<file path="src/rtl/acc24_pkg.sv">
package acc24_pkg;
  localparam int ADDR_W = 15;
  localparam int BYTE_W = 8;
  localparam int WORD_W = 24;

  localparam logic [7:0] OPC_LDA  = 8'h00;
  localparam logic [7:0] OPC_LDX  = 8'h04;
  localparam logic [7:0] OPC_LDL  = 8'h08;
  localparam logic [7:0] OPC_STA  = 8'h0C;
  localparam logic [7:0] OPC_STX  = 8'h10;
  localparam logic [7:0] OPC_STL  = 8'h14;
  localparam logic [7:0] OPC_ADD  = 8'h18;
  localparam logic [7:0] OPC_SUB  = 8'h1C;
  localparam logic [7:0] OPC_COMP = 8'h28;
  localparam logic [7:0] OPC_JEQ  = 8'h30;
  localparam logic [7:0] OPC_JGT  = 8'h34;
  localparam logic [7:0] OPC_JLT  = 8'h38;
  localparam logic [7:0] OPC_J    = 8'h3C;
  localparam logic [7:0] OPC_JSUB = 8'h48;
  localparam logic [7:0] OPC_RSUB = 8'h4C;
  localparam logic [7:0] OPC_RD   = 8'hD8;
  localparam logic [7:0] OPC_WD   = 8'hDC;
  localparam logic [7:0] OPC_TD   = 8'hE0;

  typedef enum logic [1:0] {
    CC_LT = 2'b00,
    CC_EQ = 2'b01,
    CC_GT = 2'b10
  } cc_e;

  typedef enum logic [1:0] {
    ALU_PASS,
    ALU_ADD,
    ALU_SUB
  } alu_op_e;

  typedef enum logic [3:0] {
    S_F0, S_F1, S_F2, S_F3, S_EX,
    S_R0, S_R1, S_R2, S_R3,
    S_W0, S_W1, S_W2,
    S_IO, S_HALT
  } state_e;
endpackage

</file>
<file path="src/rtl/acc24_agu.sv">
module acc24_agu #(
  parameter int AW = 15
) (
  input  logic [AW-1:0] field,
  input  logic          idx_en,
  input  logic [AW-1:0] xval,
  input  logic [1:0]    byte_ofs,
  output logic [AW-1:0] addr
);
  logic [AW-1:0] idx_term;
  logic [AW-1:0] ofs_term;

  assign idx_term = idx_en ? xval : '0;
  assign ofs_term = {{(AW-2){1'b0}}, byte_ofs};
  assign addr     = field + idx_term + ofs_term;
endmodule

</file>
<file path="src/rtl/acc24_alu.sv">
module acc24_alu
  import acc24_pkg::*;
#(
  parameter int W = 24
) (
  input  logic [W-1:0] acc,
  input  logic [W-1:0] opnd,
  input  alu_op_e      op,
  output logic [W-1:0] res,
  output cc_e          cmp
);
  always_comb begin
    unique case (op)
      ALU_ADD: res = acc + opnd;
      ALU_SUB: res = acc - opnd;
      default: res = opnd;
    endcase
  end

  always_comb begin
    if (acc == opnd)                    cmp = CC_EQ;
    else if ($signed(acc) < $signed(opnd)) cmp = CC_LT;
    else                                cmp = CC_GT;
  end
endmodule

</file>
<file path="src/rtl/acc24_core.sv">
module acc24_core
  import acc24_pkg::*;
(
  input  logic              clk,
  input  logic              rst,
  output logic [ADDR_W-1:0] mem_addr,
  output logic [BYTE_W-1:0] mem_wdata,
  output logic              mem_we,
  input  logic [BYTE_W-1:0] mem_rdata,
  output logic [BYTE_W-1:0] dev_code,
  input  logic              dev_ready,
  input  logic [BYTE_W-1:0] dev_rdata,
  output logic              dev_rstb,
  output logic              dev_wstb,
  output logic [BYTE_W-1:0] dev_wdata,
  output logic              halt
);
  localparam int HI_W = WORD_W - BYTE_W;

  state_e            state;
  logic [ADDR_W-1:0] pc;
  logic [WORD_W-1:0] acc_q, idx_q, lnk_q;
  cc_e               cc;
  logic [7:0]        op_q, b1_q, b2_q;
  logic [HI_W-1:0]   hi_q;

  logic [1:0]        ofs;
  logic [ADDR_W-1:0] fetch_addr, tgt_addr;
  logic [ADDR_W-1:0] field;
  logic [WORD_W-1:0] opnd, alu_res, st_src;
  alu_op_e           alu_op;
  cc_e               cmp_cc;
  logic              data_phase;

  assign field = {b1_q[6:0], b2_q};
  assign opnd  = {hi_q, mem_rdata};

  always_comb begin
    unique case (state)
      S_F1, S_R1, S_W1: ofs = 2'd1;
      S_F2, S_R2, S_W2: ofs = 2'd2;
      default:          ofs = 2'd0;
    endcase
  end

  acc24_agu #(.AW(ADDR_W)) u_fetch_agu (
    .field(pc), .idx_en(1'b0), .xval('0), .byte_ofs(ofs), .addr(fetch_addr)
  );

  acc24_agu #(.AW(ADDR_W)) u_data_agu (
    .field(field), .idx_en(b1_q[7]), .xval(idx_q[ADDR_W-1:0]),
    .byte_ofs(ofs), .addr(tgt_addr)
  );

  always_comb begin
    if (op_q == OPC_ADD)      alu_op = ALU_ADD;
    else if (op_q == OPC_SUB) alu_op = ALU_SUB;
    else                      alu_op = ALU_PASS;
  end

  acc24_alu #(.W(WORD_W)) u_alu (
    .acc(acc_q), .opnd(opnd), .op(alu_op), .res(alu_res), .cmp(cmp_cc)
  );

  always_comb begin
    if (op_q == OPC_STX)      st_src = idx_q;
    else if (op_q == OPC_STL) st_src = lnk_q;
    else                      st_src = acc_q;
  end

  assign data_phase = (state == S_R0) || (state == S_R1) || (state == S_R2) ||
                      (state == S_W0) || (state == S_W1) || (state == S_W2);
  assign mem_addr   = data_phase ? tgt_addr : fetch_addr;
  assign mem_we     = (state == S_W0) || (state == S_W1) || (state == S_W2);

  always_comb begin
    unique case (state)
      S_W0:    mem_wdata = st_src[23:16];
      S_W1:    mem_wdata = st_src[15:8];
      default: mem_wdata = st_src[7:0];
    endcase
  end

  assign dev_code  = b2_q;
  assign dev_wdata = acc_q[7:0];
  assign dev_rstb  = (state == S_IO) && (op_q == OPC_RD) && dev_ready;
  assign dev_wstb  = (state == S_IO) && (op_q == OPC_WD) && dev_ready;
  assign halt      = (state == S_HALT);

  always_ff @(posedge clk) begin
    if (rst) begin
      state <= S_F0;
      pc    <= '0;
      acc_q <= '0;
      idx_q <= '0;
      lnk_q <= '0;
      cc    <= CC_EQ;
      op_q  <= '0;
      b1_q  <= '0;
      b2_q  <= '0;
      hi_q  <= '0;
    end else begin
      unique case (state)
        S_F0: state <= S_F1;
        S_F1: begin op_q <= mem_rdata; state <= S_F2; end
        S_F2: begin b1_q <= mem_rdata; state <= S_F3; end
        S_F3: begin
          b2_q  <= mem_rdata;
          pc    <= pc + ADDR_W'(3);
          state <= S_EX;
        end
        S_EX: begin
          state <= S_F0;
          unique case (op_q)
            OPC_LDA, OPC_LDX, OPC_LDL,
            OPC_ADD, OPC_SUB, OPC_COMP: state <= S_R0;
            OPC_STA, OPC_STX, OPC_STL:  state <= S_W0;
            OPC_J:    pc <= tgt_addr;
            OPC_JEQ:  if (cc == CC_EQ) pc <= tgt_addr;
            OPC_JGT:  if (cc == CC_GT) pc <= tgt_addr;
            OPC_JLT:  if (cc == CC_LT) pc <= tgt_addr;
            OPC_JSUB: begin
              lnk_q <= {{(WORD_W-ADDR_W){1'b0}}, pc};
              pc    <= tgt_addr;
            end
            OPC_RSUB: pc <= lnk_q[ADDR_W-1:0];
            OPC_TD:   cc <= dev_ready ? CC_EQ : CC_LT;
            OPC_RD, OPC_WD: state <= S_IO;
            default:  state <= S_HALT;
          endcase
        end
        S_R0: state <= S_R1;
        S_R1: begin hi_q[HI_W-1:8] <= mem_rdata; state <= S_R2; end
        S_R2: begin hi_q[7:0] <= mem_rdata; state <= S_R3; end
        S_R3: begin
          state <= S_F0;
          unique case (op_q)
            OPC_LDX:  idx_q <= opnd;
            OPC_LDL:  lnk_q <= opnd;
            OPC_COMP: cc    <= cmp_cc;
            default:  acc_q <= alu_res;
          endcase
        end
        S_W0: state <= S_W1;
        S_W1: state <= S_W2;
        S_W2: state <= S_F0;
        S_IO: begin
          if (dev_ready) begin
            if (op_q == OPC_RD) acc_q[7:0] <= dev_rdata;
            state <= S_F0;
          end
        end
        default: state <= S_HALT;
      endcase
    end
  end
endmodule

</file>
<file path="config.mk">
export PLATFORM = sky130hd
export DESIGN_NAME = acc24_core
export DESIGN_NICKNAME = d
export VERILOG_FILES = /design/src/rtl/acc24_pkg.sv /design/src/rtl/acc24_agu.sv /design/src/rtl/acc24_alu.sv /design/src/rtl/acc24_core.sv
export SDC_FILE = /design/constraint.sdc
export NUM_CORES = 1
export LEC_CHECK = 0
export ABC_CLOCK_PERIOD_IN_PS = 4900
export BUFFER_PORTS_ARGS = -buffer_cell sky130_fd_sc_hd__buf_2
export CAP_MARGIN = 30
export CORE_MARGIN = 4
export CORE_UTILIZATION = 40
export CTS_CLUSTER_SIZE = 40
export DETAILED_ROUTE_END_ITERATION = 10
export PLACE_DENSITY = 0.54
export SLEW_MARGIN = 25
export SYNTH_ARGS = -nofsm -noshare
export SYNTH_HDL_FRONTEND = slang
export SYNTH_SLANG_ARGS = --single-unit
</file>
<file path="constraint.sdc">
create_clock -name clk -period 4.9 [get_ports clk]
set_input_delay 0.245 -clock clk [delete_from_list [all_inputs] [get_ports clk]]
set_output_delay 0.245 -clock clk [all_outputs]
set_load 0.01 [all_outputs]
</file>
==> out/metrics.yaml <==
status: "finished clean"
fmax_ghz: 0.222
yosys_warnings: 0
synth.distinct_cells: 93
detail-route-antenna-nets: 0
n_antenna_cell: 0
crit_required_ns: 4.66
gr-total-overflow: 0
row_count: 60
worst_pin_slew_ns: 0.981
ioPinCount: 62
crit_slowest_cell: "fa_1"
avgSynthCellArea_um2: 7.17
avgViaCountPerCell: 5.97
synth_seq_cells: 133
synth-async-reset-ratio_pct: 0
cp-end-kind: "output port"
portBuffers: 61
reg2reg_from: "state[2]"
start_util_pct: 40.4
vias: 11100
finalHoldViolCount: 0
ys.flop_type: "dfxtp_1"
path_delay_family: "adder cells"
synth_area_um2: 10900
grt_max_degree: 61
cp_num_cells: 17
drc: 0
ir_worst_vdd_v: 0.000205
syn-num-nets: 1616
dr.pass1.iters: 5
reg2reg_to: "pc[14]"
hold_buffers: 0
grt_use_total_pct: 25.6
drive_gt1_share_pct: 10.5
nNetsFinal: 1608
regToRegSetupSlack_ns: 1.12
worst-path-max-fanout: 11
cts_sinks: 133
crit_arrival_ns: 4.26
crit_buf_inv: 4
htreeDepth: 4
min_period_over_period_pct: 91.9
drt_iter0_markers: 1001
cts_root_buffer: "clkbuf_16"
core-area_um2: 26900
path_clk_slew_ns: 0.07
finalWirelength_um: 39300
layout_commonest_cell: "nand2_1"
postCtsSetupRepairBufs: 0
synth-edff-count: 0
yosysSeqAreaShare_pct: 24.5
worstRegToRegCells: 15
crit_type: "flip-flop to output port"
die_height_um: 173
syn_inst: 1516
fin_skew_ns: 0.0130
slowest_delay_ns: 0.52
grt_pass1_vias: 10600
drv_cap: 0
tns_ns: 0
cp-start-kind: "flip-flop"
synthToLayoutAreaGrowth_pct: 9.37
fin_util_pct: 44.2
gp_congestion: 0.877
p_per_area_nw_per_um2: 239
hp-class: "primary input to flip-flop"
drv_slew: 0
max_slew_margin_pct: 34.4
antenna_found_initial: 0
wl_per_cell_um: 21.1
rsz0062_at_grt: "no"
layout_common_cells: "212 x nand2_1, 163 x a21oi_1, 143 x nor2_1, 132 x dfxtp_1"
crit_end: "mem_addr[13]"
cts_made_buffers: 17
dieArea_um2: 29900
cp_cell_sequence: "buf_4 -> nor3_1 -> o21ai_1 -> inv_1 -> fa_1 -> ha_1 -> inv_1 -> fa_1 -> nor2b_1 -> o21ai_0 -> a21oi_1 -> o211ai_1 -> nand3_1 -> o211ai_1 -> xnor2_1 -> mux2_2 -> buf_2"
startpoint: "state[2]"
p_leak_nw: 4.56
grt_pass1_wl_um: 61500
cts_tree: "built"
ctsResizeCount: 0
clock_latency_ns: 0.44
post-route-min-period_ns: 4.50
dp_hpwl_um: 29000
die_w_um: 173
setup_violations: 0
cts.path.max_buffers: 2
==> power breakdown <==
part	switching (mW)	leakage, nW	internal [mW]
Clock	0.559	0.273	0.710
Combinational	0.290	3.22	0.146
Sequential	0.0397	1.07	1.10
==> worst min-delay path, stage by stage <==
cell and delay, ns:
buf_2 0.10, nand2_1 0.05, a311oi_1 0.07
==> cell families (layout without fill, tap and decap cells) <==
| logic type | count (synthesis) | count (layout) | synth area share (%) |
|---|---|---|---|
| adders and majority gates | 81 | 81 | 9.74 |
| xor gates and xnor gates | 33 | 33 | 2.66 |
| muxes | 23 | 23 | 2.18 |
| DFF | 133 | 133 | 24.5 |
| and+or+nand+nor | 618 | 618 | 27.2 |
| buffers and inverters | 179 | 184 | 7.07 |
| AOI/OAI and AO/OA | 449 | 449 | 26.7 |
==> per-layer routing <==
layer  global-route usage (%)  vias to the layer above  share of wire (%)
met2                     43.5                      350                 47
met3                     3.04                       48                4.8
li1                         -                     5408                  -
met5                        0                        -                  0
met1                     34.8                     5316                 46
met4                     6.25                        0                1.7
==> Yosys cell counts (9+ instances only) <==
master    instances  share of area, %
o22ai_1           9              0.52
a22oi_1          12              0.83
a21oi_1         163               7.5
clkbuf_1         62               2.1
nor3_1           79               3.6
inv_1            67               2.3
and2_1           20               1.2
nand4_1           9              0.52
xnor2_1          21               1.7
a21o_1           13              0.90
a211oi_1         38               2.6
xor2_1           12              0.97
nand2_1         212               7.3
o211ai_1         11              0.76
nor2b_1          16              0.92
ha_1             75               8.6
dfxtp_1         133                24
buf_4            10              0.69
o21bai_1         14              0.97
buf_2            28               1.3
o31ai_1           9              0.62
o21a_1           10              0.69
and3_1            9              0.52
nor2_1          144               5.0
mux2i_1          18               1.7
nand2b_1         14              0.81
o21ai_0          78               3.6
or3_1            10              0.58
nand3_1          55               2.5
==> per-stage QoR <==
step	instance area (µm²)	setup WS [ns]	instances	total power, mW	hold slack (ns)
floorplan	10900	1.08	1516	1.45	0.404
global placement	11300	0.634	1828	1.59	0.436
detailed placement	11300	0.624	1828	1.59	0.447
CTS	11900	0.133	1860	2.85	0.0807
global route	11900	0.0225	1862	2.95	0.103
finish	11900	0.399	1862	2.85	0.0916
==> flip-flops by register name (all words and copies together) (netlist names) <==
signal and cells:
acc_q 24, op_q 8, pc 15, hi_q 16, state 4, dev_code 8, cc 2, b1_q 8
idx_q 24, lnk_q 24
==> cell type report <==
type / instances / area (µm²)
multi-input cells: 1204 / 7470
repair buffers: 85 / 503
clock inverters: 15 / 144
clock buffers: 17 / 425
flip-flops and latches: 133 / 2660
fillers: 2809 / 15000
inverters: 67 / 251
well taps: 341 / 427
==> how the worst min path moves through the flow <==
| stage | startpoint | endpoint | slack [ns] | cells after the start |
|---|---|---|---|---|
| final | dev_rdata[1] | acc_q[1] | 0.09 | 3 |
| after global routing | dev_rdata[1] | acc_q[1] | 0.10 | 3 |
| after CTS | dev_rdata[1] | acc_q[1] | 0.08 | 3 |
| after detailed placement | idx_q[23] | idx_q[23] | 0.45 | 2 |
| after global placement | lnk_q[16] | lnk_q[16] | 0.44 | 2 |
| after floorplan | dev_rdata[1] | acc_q[1] | 0.40 | 2 |
Note: power is estimated with default switching activity, not from simulation.
